--- src/rtl/rxidle_pkg.sv ---
package rxidle_pkg;
  // Command issued to the tick counter each cycle.
  typedef enum logic [1:0] {
    CMD_HOLD    = 2'd0,
    CMD_RESTART = 2'd1,
    CMD_HALT    = 2'd2
  } cnt_cmd_e;
endpackage

--- src/rtl/rxidle_div.sv ---
// Restoring divider, one quotient bit per cycle.
module rxidle_div #(
  parameter int unsigned W = 32
) (
  input  logic         clk,
  input  logic         rst_n,
  input  logic         start,
  input  logic [W-1:0] num,
  input  logic [W-1:0] den,
  output logic         busy,
  output logic         done,
  output logic [W-1:0] quot
);
  localparam int unsigned SW = $clog2(W + 1);

  logic [W-1:0]  rem_q, q_q, den_q;
  logic [SW-1:0] step_q;
  logic          busy_q, done_q;
  logic [W:0]    shifted, diff;
  logic          fits;

  assign shifted = {rem_q, q_q[W-1]};
  assign fits    = shifted >= {1'b0, den_q};
  assign diff    = shifted - {1'b0, den_q};

  always_ff @(posedge clk) begin
    if (!rst_n) begin
      rem_q  <= '0;
      q_q    <= '0;
      den_q  <= '0;
      step_q <= '0;
      busy_q <= 1'b0;
      done_q <= 1'b0;
    end else if (start) begin
      rem_q  <= '0;
      q_q    <= num;
      den_q  <= den;
      step_q <= SW'(W);
      busy_q <= 1'b1;
      done_q <= 1'b0;
    end else if (busy_q) begin
      rem_q  <= fits ? diff[W-1:0] : shifted[W-1:0];
      q_q    <= {q_q[W-2:0], fits};
      step_q <= step_q - SW'(1);
      if (step_q == SW'(1)) begin
        busy_q <= 1'b0;
        done_q <= 1'b1;
      end
    end else begin
      done_q <= 1'b0;
    end
  end

  assign busy = busy_q;
  assign done = done_q;
  assign quot = q_q;

  p_start_busy_r2: assert property (@(posedge clk) disable iff (!rst_n)
    start |=> busy_q);
  p_done_idle_r2: assert property (@(posedge clk) disable iff (!rst_n)
    done_q |-> !busy_q);
  p_done_single_r2: assert property (@(posedge clk) disable iff (!rst_n)
    done_q |=> !done_q);
endmodule

--- src/rtl/rxidle_cnt.sv ---
// Retriggerable tick counter with timeout compare.
module rxidle_cnt
  import rxidle_pkg::*;
#(
  parameter int unsigned W = 32
) (
  input  logic         clk,
  input  logic         rst_n,
  input  cnt_cmd_e     cmd,
  input  logic         reload,
  input  logic [W-1:0] limit,
  output logic         stop_o,
  output logic         idle_o
);
  logic [W-1:0] cnt_q;
  logic         run_q, stop_q, idle_q;
  logic         hit;

  // Compare event: the running counter has reached the limit.
  assign hit = run_q && (cnt_q == limit);

  always_ff @(posedge clk) begin
    if (!rst_n) begin
      cnt_q  <= '0;
      run_q  <= 1'b0;
      stop_q <= 1'b0;
      idle_q <= 1'b0;
    end else begin
      stop_q <= 1'b0;
      if (cmd == CMD_RESTART) begin
        cnt_q  <= '0;
        run_q  <= 1'b1;
        idle_q <= 1'b0;
      end else if (cmd == CMD_HALT) begin
        run_q <= 1'b0;
        if (reload) cnt_q <= '0;
      end else if (reload) begin
        cnt_q <= '0;
      end else if (hit) begin
        cnt_q  <= '0;
        run_q  <= 1'b0;
        stop_q <= 1'b1;
        idle_q <= 1'b1;
      end else if (run_q) begin
        cnt_q <= cnt_q + W'(1);
      end
    end
  end

  assign stop_o = stop_q;
  assign idle_o = idle_q;

  p_no_pulse_unarmed_r1: assert property (@(posedge clk) disable iff (!rst_n)
    !run_q |=> !stop_q);
  p_restart_r3: assert property (@(posedge clk) disable iff (!rst_n)
    (cmd == CMD_RESTART) |=> (run_q && cnt_q == '0 && !stop_q));
  p_single_pulse_r4: assert property (@(posedge clk) disable iff (!rst_n)
    stop_q |=> !stop_q);
  p_stop_halts_r4: assert property (@(posedge clk) disable iff (!rst_n)
    stop_q |-> (!run_q && cnt_q == '0));
  p_halt_r5: assert property (@(posedge clk) disable iff (!rst_n)
    (cmd == CMD_HALT) |=> (!run_q && !stop_q));
  p_idle_with_stop_r6: assert property (@(posedge clk) disable iff (!rst_n)
    stop_q |-> idle_q);
  p_reload_clears_r8: assert property (@(posedge clk) disable iff (!rst_n)
    (reload && cmd != CMD_RESTART) |=> (cnt_q == '0 && !stop_q));
endmodule

--- src/rtl/rx_idle_guard.sv ---
module rx_idle_guard
  import rxidle_pkg::*;
#(
  parameter int unsigned W           = 32,
  parameter int unsigned BIT_PAIRS   = 40,
  parameter int unsigned DEF_TIMEOUT = 2774
) (
  input  logic         clk,
  input  logic         rst_n,
  input  logic         en,
  input  logic         baud_load,
  input  logic [W-1:0] baud_val,
  input  logic         byte_rdy,
  input  logic         rx_end,
  output logic         stop_rx,
  output logic         idle
);
  localparam logic [W-1:0] NUMER = W'(1) << (W - 1);

  // Baud register value to the divisor of the idle-limit division.
  function automatic logic [W-1:0] baud_to_den(input logic [W-1:0] b);
    return b / W'(BIT_PAIRS);
  endfunction

  logic         byte_go, halt_req;
  cnt_cmd_e     cmd;
  logic         div_busy, div_done;
  logic [W-1:0] div_quot, limit_q;

  assign byte_go  = en && byte_rdy;
  assign halt_req = !en || rx_end;
  assign cmd      = byte_go ? CMD_RESTART : (halt_req ? CMD_HALT : CMD_HOLD);

  rxidle_div #(.W(W)) div_i (
    .clk   (clk),
    .rst_n (rst_n),
    .start (baud_load),
    .num   (NUMER),
    .den   (baud_to_den(baud_val)),
    .busy  (div_busy),
    .done  (div_done),
    .quot  (div_quot)
  );

  always_ff @(posedge clk) begin
    if (!rst_n)        limit_q <= W'(DEF_TIMEOUT);
    else if (div_done) limit_q <= div_quot;
  end

  rxidle_cnt #(.W(W)) cnt_i (
    .clk    (clk),
    .rst_n  (rst_n),
    .cmd    (cmd),
    .reload (div_done),
    .limit  (limit_q),
    .stop_o (stop_rx),
    .idle_o (idle)
  );

  p_limit_stable_busy_r7: assert property (@(posedge clk) disable iff (!rst_n)
    (div_busy && !div_done) |=> $stable(limit_q));
  p_byte_clears_idle_r6: assert property (@(posedge clk) disable iff (!rst_n)
    byte_go |=> !idle);
  p_disabled_quiet_r5: assert property (@(posedge clk) disable iff (!rst_n)
    !en |=> !stop_rx);
endmodule

--- config.mk ---
export PLATFORM = sky130hd
export DESIGN_NAME = rx_idle_guard
export DESIGN_NICKNAME = d
export VERILOG_FILES = /design/src/rtl/rxidle_pkg.sv /design/src/rtl/rxidle_div.sv /design/src/rtl/rxidle_cnt.sv /design/src/rtl/rx_idle_guard.sv
export SDC_FILE = /design/constraint.sdc
export NUM_CORES = 1
export LEC_CHECK = 0
export BUFFER_PORTS_ARGS = -buffer_cell sky130_fd_sc_hd__buf_2
export CORE_ASPECT_RATIO = 1.75
export CORE_MARGIN = 5
export CORE_UTILIZATION = 25
export DETAILED_ROUTE_END_ITERATION = 8
export GPL_ROUTABILITY_DRIVEN = 1
export HOLD_SLACK_MARGIN = 0.12
export PLACE_DENSITY = 0.43
export SLEW_MARGIN = 25
export SYNTH_ARGS = -nofsm -noshare
export SYNTH_HDL_FRONTEND = slang
export SYNTH_HIERARCHICAL = 1
export SYNTH_SLANG_ARGS = --single-unit
--- constraint.sdc ---
create_clock -name clk -period 10.6 [get_ports clk]
set_input_delay 0 -clock clk [delete_from_list [all_inputs] [get_ports clk]]
set_output_delay 0 -clock clk [all_outputs]
set_load 0.01 [all_outputs]
==> results.md, run 1 <==
* GR Util All Layers at 13.39%
* Drt via density at 5.173
* Min Hold Slack at 0.1562 ns
* Grt total ovfl at 0
* Final instance area at 16140 sq um
* Top FF cell, synth: dfxtp_1
* Global-route wire length before repair at 70350 microns
* Max-slew violations at 0
* Largest net degree at the start of global routing at 73
* Die ar. at 63490 sq um
* Cell-internal power at 1.703 mW
* XOR/XNOR Fraction of Synth Area at 5.574%
* Synth area leaders: dfxtp_1 23%, mux2i_1 7.8%, nand2_1 4.5%
* Commonest cells in the netlist: 173 x nand2_1, 171 x dfxtp_1, 114 x mux2i_1, 114 x nor2_1, 93 x o21ai_0
* Placed Area at 15490 sq um
* Starting Density at 25.17%
* Synth Area in Compound Gates at 28.09%
* Share of power burned in the clock network at 22.1%
* Die height at 329.6 microns
* Net count, final at 1931
* First-pass DRT Iterations at 7
* Delay of the slowest critical-path stage at 0.53 ns
* Fin crit period at 9.833 ns
* Antenna Nets Post-Route at 0
* Sequential cell fraction of total power at 24.9%
* Final period utilization at 92.76%
* Largest area contributor in the netlist: dfxtp_1
* Routed WL at 42760 microns
* Clk sink count at 171
* Yosys cell types at 130
* Worst hold-check path type: in2reg
* Crit path max fanout at 28
* Crit. End Element: flip-flop
* Slowest-stage cell, CP: o41ai_1
* P per Cell Area at 180.2 nW/um^2
* Switching power at 1.206 mW
* Via count at 13657
* Clock buffer depth at 2
* Post-DP HPWL at 31930 microns
* Antenna cells at 0
* Post CTS Setup Buffer Count at 0
* Measured slew at the worst slew-check pin at 0.8912 ns
* Share of cells above drive strength 1 at 10.55%
* Crit path launch type: input port
* Post-synthesis adder-cell area fraction at 3.739%
* DR iter-0 viols at 688
* RSZ-0062 raised after global routing: false
* Worst slew margin at 40.59%
* Static leakage at 6.286 nW
* Status: complete, no violations
* TritonCTS clock tree: yes
* Data arrival time of the worst path at 10.17 ns
* Number of global-route vias before repair at 13705
* Yosys top cell area share at 23.46%
* Finish-stage setup viols at 0
* Drt wl/cell at 16.20 microns
* H-tree level count at 4
* Main combinational cell family by area after synthesis: compound AO/OA/AOI/OAI gates
* Syn Inst Count at 1855
* Site Rows at 117
* Most numerous cell in the Yosys netlist: nand2_1
* DRC at 0
* Sw frac at 41.47%
* Clock-pin slew on the worst setup and hold paths at 0.07 ns
* Yosys Warn Count at 6
* Setup ws final at 0.7670 ns
* Max Clk Rate at 101.7 MHz
* Crit path kind: in2reg
* Simple-Gate Fraction of Synth Area at 24.32%
* Setup Skew at 0.008172 ns
* Yosys reg bits at 171
* Initial antenna violation count at 0
* GPL Wtd Cong at 0.8290
* Fin Setup TNS at 0 ns
* IO Port Bufs at 36
* Dpl ws at 0.3717 ns
* Max VDD drop at 113.3 uV
* Post-synthesis cell area at 14590 sq um
* Final Hold Vio Count at 0
* Sequential element share of the synthesized area at 23.46%
* Total CTS buffers at 17
* Max cap viols at 0
* Synth async-reset ratio at 0%
* Mux contribution to synthesized area at 8.129%
* Post-layout util at 27.85%
* Die W at 192.6 microns
* Post-synth EDFFs at 0
* Area grow syn2layout at 10.63%
* Clock Tree Root: clkbuf_16
* Setup slack, reg-to-reg at 7.17 ns
* Combinational Power Share at 53.1%
* Req. time, crit path at 10.93 ns
* Average size of a mapped cell at 7.866 sq um
* Total core area at 57970 sq um
* IO Count at 40
* Clock Latency Late Sink at 0.44 ns
-- state kept, by name, summed over array words and instances (netlist names) --
name,cells
cnt_i/cnt_q,32
div_i/den_q,32
div_i/quot,32
div_i/rem_q,32
limit_q,32
div_i/step_q,6
cnt_i/idle_o,1
cnt_i/run_q,1
cnt_i/stop_o,1
div_i/busy,1
div_i/done,1
-- power groups by stage --
stage / logic [mW] / clock network (mW) / registers [mW]
after floorplan: 1.19 / 0 / 0.724
after global placement: 1.52 / 0 / 0.738
after detailed placement: 1.54 / 0 / 0.739
after CTS: 1.55 / 0.671 / 0.725
after global routing: 1.71 / 0.694 / 0.731
final: 1.54 / 0.642 / 0.723
-- layout make-up --
cell class / instances / area (sq um)
fill: 6403 / 41830
multi-input combinational: 1505 / 10370
sequential: 171 / 3428
tap: 773 / 967.2
clock buffer: 21 / 481.7
timing repair buffer: 70 / 445.4
inverter: 90 / 339.1
clock inverter: 10 / 115.1
-- metal layers --
metal	vias up	part of all wire [%]	GRT usage, %
li1	6831	-	-
met1	6532	39	14.29
met2	212	55	26.22
met3	82	1.9	1.251
met4	0	3.2	5.600
met5	-	0	0
-- critical path, delay by kind of cell --
kind | cells | cell delay [ns]
compound gates | 22 | 5.71
mux | 1 | 0.14
buf+inv | 4 | 0.92
simple gates | 12 | 3.37
-- what timing repair did --
item                       CTS  global route
resized for setup            0             6
hold buffers                 2             0
hold endpoints to repair    28             0
setup endpoints to repair    0             2
-- placed cells by master, fill, tap and decap left out, types with 8 or more instances in the layout --
cell type and n:
o21bai_1 10, ha_1 37, a211oi_1 15, a311oi_1 8, o31ai_1 11, xor2_1 48, nand4_1 27, a31o_2 8
o311a_1 9, a21oi_1 92, nor4_1 19, nand3_1 58, xnor2_1 43, o21ai_1 11, nor2b_1 69, o21a_1 16
a211o_1 11, mux2i_1 114, buf_4 33, nand2_1 173, a31oi_1 31, o22ai_1 8, buf_2 34, dfxtp_1 169
conb_1 37, and2_1 11, o21ai_0 93, nor2_1 114, nand2b_1 22, o211a_1 38, and3_1 17, or3_1 15
o211ai_1 23, nand3b_1 8, inv_1 78, nor3_1 54, clkbuf_16 18, a21o_1 27
-- logic make-up after synthesis --
logic type,Yosys count
AND/OR/NAND/NOR,668
buffers and inverters,214
flip-flops,171
AO/OA/AOI/OAI,546
XOR/XNOR,92
multiplexers,118
other,2
adder cells (fa/ha/maj),44
-- final timing paths --
path | from | endpoint | depth (start not counted)
worst min register to register | div_i/rem_q[23] | div_i/rem_q[24] | 2
worst max register to register | div_i/den_q[8] | div_i/rem_q[1] | 11
worst min-delay path | baud_val[16] | div_i/den_q[13] | 5
worst max-delay path | baud_val[27] | div_i/den_q[0] | 39
-- stage by stage --
step / cells / total power, mW
finish: 2640 / 2.909
global route: 2640 / 3.135
detailed placement: 2607 / 2.277
floorplan: 1890 / 1.915
global placement: 2607 / 2.262
CTS: 2640 / 2.941
(Power assumes the default switching activity.)
==> run 2: changes to the inputs <==
- ABC_AREA: unset -> 1
- SYNTH_HIERARCHICAL: 1 -> unset
==> results.md, run 2 <==
* Max Clk Rate at 103.3 MHz (was 101.7 MHz)
* Hold depth at 7 (was 5)
* Die ar. at 46900 sq um (was 63490 sq um)
* Grt total ovfl at 0 (unchanged)
* Clock Latency Late Sink at 0.44 ns (about the same)
* Yosys cell types at 50 (was 130)
* Share of cells above drive strength 1 at 17.92% (was 10.55%)
* Worst Hold Launch: baud_val[5] (was baud_val[16])
* Final instance area at 12910 sq um (was 16140 sq um)
* Clock buffer depth at 2 (unchanged)
* Largest area contributor in the netlist: dfxtp_1 (unchanged)
* Status: complete, no violations (unchanged)
* First-pass DRT Iterations at 5 (was 7)
* Largest net degree at the start of global routing at 74 (was 73)
* GR Util All Layers at 12.73% (was 13.39%)
* Setup slack, reg-to-reg at 4.92 ns (was 7.17 ns)
* Global-route wire length before repair at 49150 microns (was 70350 microns)
* Max-slew violations at 0 (unchanged)
* Die W at 165.9 microns (was 192.6 microns)
* Commonest cells in the netlist: 360 x nand2_1, 194 x inv_1, 166 x dfxtp_1, 124 x o21ai_0 (was 173 x nand2_1, 171 x dfxtp_1, 114 x mux2i_1, 114 x nor2_1, 93 x o21ai_0)
* Final period utilization at 91.30% (was 92.76%)
* Final Hold Vio Count at 0 (unchanged)
* Measured slew at the worst slew-check pin at 0.8813 ns (was 0.8912 ns)
* Yosys top cell area share at 31.27% (was 23.46%)
* Clock-pin slew on the worst setup and hold paths at 0.06 ns (was 0.07 ns)
* CP startpoint: baud_val[29] (was baud_val[27])
* Most numerous cell in the Yosys netlist: nand2_1 (unchanged)
* Antenna cells at 0 (unchanged)
* Post-DP HPWL at 22770 microns (was 31930 microns)
* Post-synthesis cell area at 10630 sq um (was 14590 sq um)
* Number of global-route vias before repair at 10349 (was 13705)
* Via count at 10405 (was 13657)
* RR Startpoint: div_i.den_q[2] (was div_i/den_q[8])
* Net count, final at 1759 (was 1931)
* Average size of a mapped cell at 6.605 sq um (was 7.866 sq um)
* Synth async-reset ratio at 0% (unchanged)
* Delay of the slowest critical-path stage at 0.55 ns (was 0.53 ns)
* Routed WL at 30440 microns (was 42760 microns)
* Setup ws final at 0.9225 ns (was 0.7670 ns)
* Clock Tree Root: clkbuf_16 (unchanged)
* IO Count at 40 (unchanged)
* Max cap viols at 0 (unchanged)
* Drt wl/cell at 13.45 microns (was 16.20 microns)
* Sequential element share of the synthesized area at 31.27% (was 23.46%)
* Register area at 3324 sq um (was 3428 sq um)
* Die height at 282.8 microns (was 329.6 microns)
* Site Rows at 100 (was 117)
* Yosys reg bits at 166 (was 171)
* Worst reg-to-reg path cell count at 31 (was 11)
* Area grow syn2layout at 21.46% (was 10.63%)
* Commonest non-fill, non-tap cells in the layout: 329 x nand2_1, 191 x inv_1, 165 x dfxtp_1 (was 173 x nand2_1, 169 x dfxtp_1, 114 x nor2_1, 114 x mux2i_1, 93 x o21ai_0)
* Synth Net Count at 1678
* Worst slew margin at 41.19% (was 40.59%)
* RR Endpoint: div_i.rem_q[16] (was div_i/rem_q[1])
* Clk sink count at 166 (was 171)
* Total CTS buffers at 17 (unchanged)
* Antenna Nets Post-Route at 0 (unchanged)
* Initial antenna violation count at 0 (unchanged)
* Syn Inst Count at 1609 (was 1855)
* Total core area at 42290 sq um (was 57970 sq um)
* Setup Skew at 0.009913 ns (was 0.008172 ns)
* IO Port Bufs at 36 (unchanged)
* Synth area leaders: dfxtp_1 31%, nand2_1 13%, inv_1 6.9% (was dfxtp_1 23%, mux2i_1 7.8%, nand2_1 4.5%)
* GPL Wtd Cong at 1.025 (was 0.8290)
* Worst hold-check path type: in2reg (unchanged)
* Multi-input gate area at 6653 sq um (was 10370 sq um)
* Dpl ws at 1.222 ns (was 0.3717 ns)
* TritonCTS clock tree: yes (unchanged)
* H-tree level count at 4 (unchanged)
* Crit. End Element: flip-flop (unchanged)
* Commonest non-fill, non-tap cell in the layout: nand2_1 (unchanged)
* Starting Density at 25.13% (was 25.17%)
* Placed Area at 11420 sq um (was 15490 sq um)
* Req. time, crit path at 10.92 ns (was 10.93 ns)
* Yosys Warn Count at 0 (was 6)
* Drt via density at 4.598 (was 5.173)
* Crit path launch type: input port (unchanged)
* Fin crit period at 9.677 ns (was 9.833 ns)
* Finish-stage setup viols at 0 (unchanged)
* Fillers at 4755 (was 6403)
* Post-synth EDFFs at 0 (unchanged)
* DR iter-0 viols at 390 (was 688)
* Min Hold Slack at 0.1370 ns (was 0.1562 ns)
* Slowest-stage cell, CP: dlygate4sd3_1 (was o41ai_1)
* Cell mode on critical path: nand2_4
* Top FF cell, synth: dfxtp_1 (unchanged)
* DRC at 0 (unchanged)
* Crit path max fanout at 5 (was 28)
* Crit path kind: in2reg (unchanged)
* Data arrival time of the worst path at 10.00 ns (was 10.17 ns)
* Hold EP: div_i.den_q[2] (was div_i/den_q[13])
[run 2: cell count changes after synthesis, sizes merged, moves of 32 or more]
cell / change
a31oi: -32
buf: -46
clkbuf: -38
inv: +141
mux2i: -114
nand2: +258
nand3: +72
nor2b: -70
nor3: -34
o211a: -38
o21ai: +34
[run 2: critical path, delay by kind of cell]
| kind | cells | cell delay [ns] |
|---|---|---|
| AND/OR/NAND/NOR | 85 | 7.03 |
| buffers and inverters | 15 | 2.14 |
| AO/OA/AOI/OAI | 6 | 0.79 |
[run 2: how the worst max path moves through the flow]
stage / endpoint / slack (ns) / cells after the start
after floorplan: div_i.den_q[0] / 2.85 / 99
after global placement: div_i.den_q[0] / 1.36 / 101
after detailed placement: div_i.den_q[0] / 1.22 / 100
after CTS: div_i.den_q[0] / 0.14 / 103
after global routing: div_i.den_q[0] / -0.11 / 109
final: div_i.den_q[0] / 0.92 / 106
[run 2: area by class of cell]
cell class / instances / share of cell area, %
Multi-Input combinational cell: 1172 / 51.54
Sequential cell: 166 / 25.75
Inverter: 231 / 6.717
Timing Repair Buffer: 102 / 5.767
Tap cell: 561 / 5.438
Clock buffer: 23 / 3.858
Clock inverter: 8 / 0.9305
[run 2: layer usage]
layer,wire length [microns],global-route usage (%),part of all wire (%)
met1,11190,11.96,37
met2,17800,27.20,58
met3,656,1.882,2.2
met4,791,4.530,2.6
met5,0,0,0
[run 2: cells by family (layout without fill, tap and decap cells)]
| group | Yosys count | after routing | synth area share (%) |
|---|---|---|---|
| simple gates | 763 | 763 | 34.00 |
| compound gates | 327 | 327 | 17.24 |
| buf+inv | 271 | 364 | 9.572 |
| flops | 166 | 166 | 31.27 |
| xor+xnor | 51 | 51 | 4.203 |
| fa+ha+maj | 31 | 31 | 3.720 |
[run 2: metrics by stage]
stage | util, % | setup TNS [ns] | std cells
2_1_floorplan | - | 0 | 1609
3_3_place_gp | 27.01 | 0 | 2174
3_5_place_dp | 27.01 | 0 | 2174
4_1_cts | 29.04 | 0 | 2229
5_1_grt | 30.52 | -0.1084 | 2263
6_report | 30.52 | 0 | 2263
[run 2: repair_timing]
| action | 4_1_cts | 5_1_grt |
|---|---|---|
| hold buffers | 24 | 1 |
| endpoints found under the setup margin | 0 | 1 |
| setup buffers | 0 | 34 |
| endpoints found under the hold margin | 46 | 1 |
| resized for setup | 0 | 92 |
Power of run 2 is left out: the tool's default activity adds up to more than one toggle a clock period on the data nets, which glitch-free logic cannot reach.
==> run 3: changes to the inputs <==
- CELL_PAD_IN_SITES_DETAIL_PLACEMENT: unset -> 0
- CELL_PAD_IN_SITES_GLOBAL_PLACEMENT: unset -> 1
- CORE_UTILIZATION: 25 -> 41
- PLACE_DENSITY: 0.43 -> 0.81
- clock period: 10.6 -> 8.4 ns (I/O delays scaled with it)
==> results.md, run 3 (synthesis gave the netlist of run 2 again) <==
* Commonest non-fill, non-tap cells in the layout: 306 x nand2_1, 190 x inv_1, 165 x dfxtp_1 (was 329 x nand2_1, 191 x inv_1, 165 x dfxtp_1)
* Delay of the slowest critical-path stage at 0.23 ns (was 0.55 ns)
* Req. time, crit path at 8.73 ns (was 10.92 ns)
* Worst slew margin at 40.55% (was 41.19%)
* Clk sink count at 166 (unchanged)
* Placed cells at 1978 (was 2174)
* Total core area at 25760 sq um (was 42290 sq um)
* Clock Tree Root: clkbuf_16 (unchanged)
* Share of cells above drive strength 1 at 21.62% (was 17.92%)
* RR Endpoint: div_i.rem_q[11] (was div_i.rem_q[16])
* Die W at 131.7 microns (was 165.9 microns)
* Post-DP HPWL at 21470 microns (was 22770 microns)
* TritonCTS clock tree: yes (unchanged)
* Status: complete, but fails checks (was complete, no violations)
* Cell mode on critical path: nand2_4 (unchanged)
* Total CTS buffers at 17 (unchanged)
* Fillers at 2652 (was 4755)
* Die height at 223.0 microns (was 282.8 microns)
* Measured slew at the worst slew-check pin at 0.8908 ns (was 0.8813 ns)
* H-tree level count at 4 (unchanged)
* Max Clk Rate at 117.2 MHz
* Crit path kind: in2reg (unchanged)
* Number of global-route vias before repair at 10389 (was 10349)
* Worst hold-check path type: in2reg (unchanged)
* Largest net degree at the start of global routing at 74 (unchanged)
* Clock-pin slew on the worst setup and hold paths at 0.07 ns (was 0.06 ns)
* Grt total ovfl at 0 (unchanged)
* IO Port Bufs at 36 (unchanged)
* Final period utilization at 101.6%
* Fin Setup TNS at -0.1909 ns (was 0 ns)
* Setup slack, reg-to-reg at 2.81 ns (was 4.92 ns)
* IO Count at 40 (unchanged)
* Net count, final at 1786 (was 1759)
* Die ar. at 29370 sq um (was 46900 sq um)
* Failing checks: setup timing
* RSZ-0062 raised after global routing: true
* Antenna Nets Post-Route at 0 (unchanged)
* Final instance area at 13040 sq um (was 12910 sq um)
* Routed WL at 29030 microns (was 30440 microns)
* First-pass DRT Iterations at 5 (unchanged)
* Slowest-stage cell, CP: a21oi_4 (was dlygate4sd3_1)
* Worst reg-to-reg path cell count at 31 (unchanged)
* Hold depth at 8 (was 7)
* Antenna cells at 0 (unchanged)
* Hold EP: div_i.den_q[13] (was div_i.den_q[2])
* DR iter-0 viols at 396 (was 390)
* Final Hold Vio Count at 0 (unchanged)
* Clock buffer depth at 2 (unchanged)
* Crit path max fanout at 6 (was 5)
* Non-Filler Instances at 2050 (was 2263)
* Worst Hold Launch: baud_val[16] (was baud_val[5])
* Commonest non-fill, non-tap cell in the layout: nand2_1 (unchanged)
* Crit. End Element: flip-flop (unchanged)
* Via count at 10668 (was 10405)
* RR Startpoint: div_i.den_q[2] (unchanged)
* Finish-stage setup viols at 2 (was 0)
* GPL Wtd Cong at 0.9681 (was 1.025)
* DRC at 0 (unchanged)
* Starting Density at 41.25% (was 25.13%)
* Drt via density at 5.204 (was 4.598)
* Data arrival time of the worst path at 8.86 ns (was 10.00 ns)
* Fin crit period at 8.532 ns
* Max-slew violations at 0 (unchanged)
* Area grow syn2layout at 22.69% (was 21.46%)
* Setup ws final at -0.1316 ns (was 0.9225 ns)
* Min Hold Slack at 0.1875 ns (was 0.1370 ns)
* Drt wl/cell at 14.16 microns (was 13.45 microns)
* Initial antenna violation count at 0 (unchanged)
* Max cap viols at 0 (unchanged)
* Crit path launch type: input port (unchanged)
* Site Rows at 78 (was 100)
* GR Util All Layers at 18.81% (was 12.73%)
* Placed Area at 11460 sq um (was 11420 sq um)
* Clock Latency Late Sink at 0.44 ns (about the same)
* Global-route wire length before repair at 46590 microns (was 49150 microns)
* Setup Skew at 0.008823 ns (was 0.009913 ns)
-- run 3: changes by cell type in the layout (fill, tap and decap cells not counted), moves of 5 or more --
cell,change
buf_4,+35
nand2_4,+26
nand2_1,-23
dlygate4sd3_1,-10
inv_6,+7
clkbuf_8,-5
-- run 3: metal layers --
layer  wire (microns)  GRT usage [%]
met1            10530          17.40
met2            16520          38.31
met3              542          2.753
met4             1446          10.06
met5                0              0
-- run 3: stage by stage --
| stage | setup WS, ns | util, % |
|---|---|---|
| floorplan | 0.6519 | - |
| global placement | -0.2607 | 44.48 |
| detailed placement | -0.5081 | 44.48 |
| CTS | 0.008885 | 47.51 |
| global route | -0.9075 | 50.61 |
| finish | -0.1316 | 50.61 |
-- run 3: timing repair --
action / CTS / global route
buffers inserted: 2 / 24
pin swaps: 5 / 79
resized for setup: 8 / 154
setup endpoints to repair: 2 / 5
hold buffers: 14 / 0
endpoints found under the hold margin: 38 / 0
-- run 3: worst max-delay path, delay by kind of cell --
family	cells	cell delay [ns]
buf+inv	15	1.41
simple gates	75	6.30
compound gates	7	1.15
-- run 3: area by class of cell --
cell class / instances / area, sq um / area share, %
Inverter: 231 / 869.6 / 6.669
Multi-Input combinational cell: 1172 / 6905 / 52.96
Clock inverter: 14 / 165.2 / 1.267
Clock buffer: 18 / 429.2 / 3.291
Sequential cell: 166 / 3324 / 25.50
Tap cell: 320 / 400.4 / 3.071
Timing Repair Buffer: 129 / 944.7 / 7.245
-- run 3: worst max path at each step --
stage / startpoint / endpoint / slack (ns) / cells past startpoint
final: baud_val[31] / div_i.den_q[0] / -0.13 / 97
after global routing: baud_val[31] / div_i.den_q[0] / -0.91 / 103
after CTS: baud_val[29] / div_i.den_q[0] / 0.009 / 103
after detailed placement: baud_val[31] / div_i.den_q[0] / -0.51 / 100
after global placement: baud_val[31] / div_i.den_q[0] / -0.26 / 102
after floorplan: baud_val[30] / div_i.den_q[0] / 0.65 / 99
Power of run 3 is left out for the same reason.
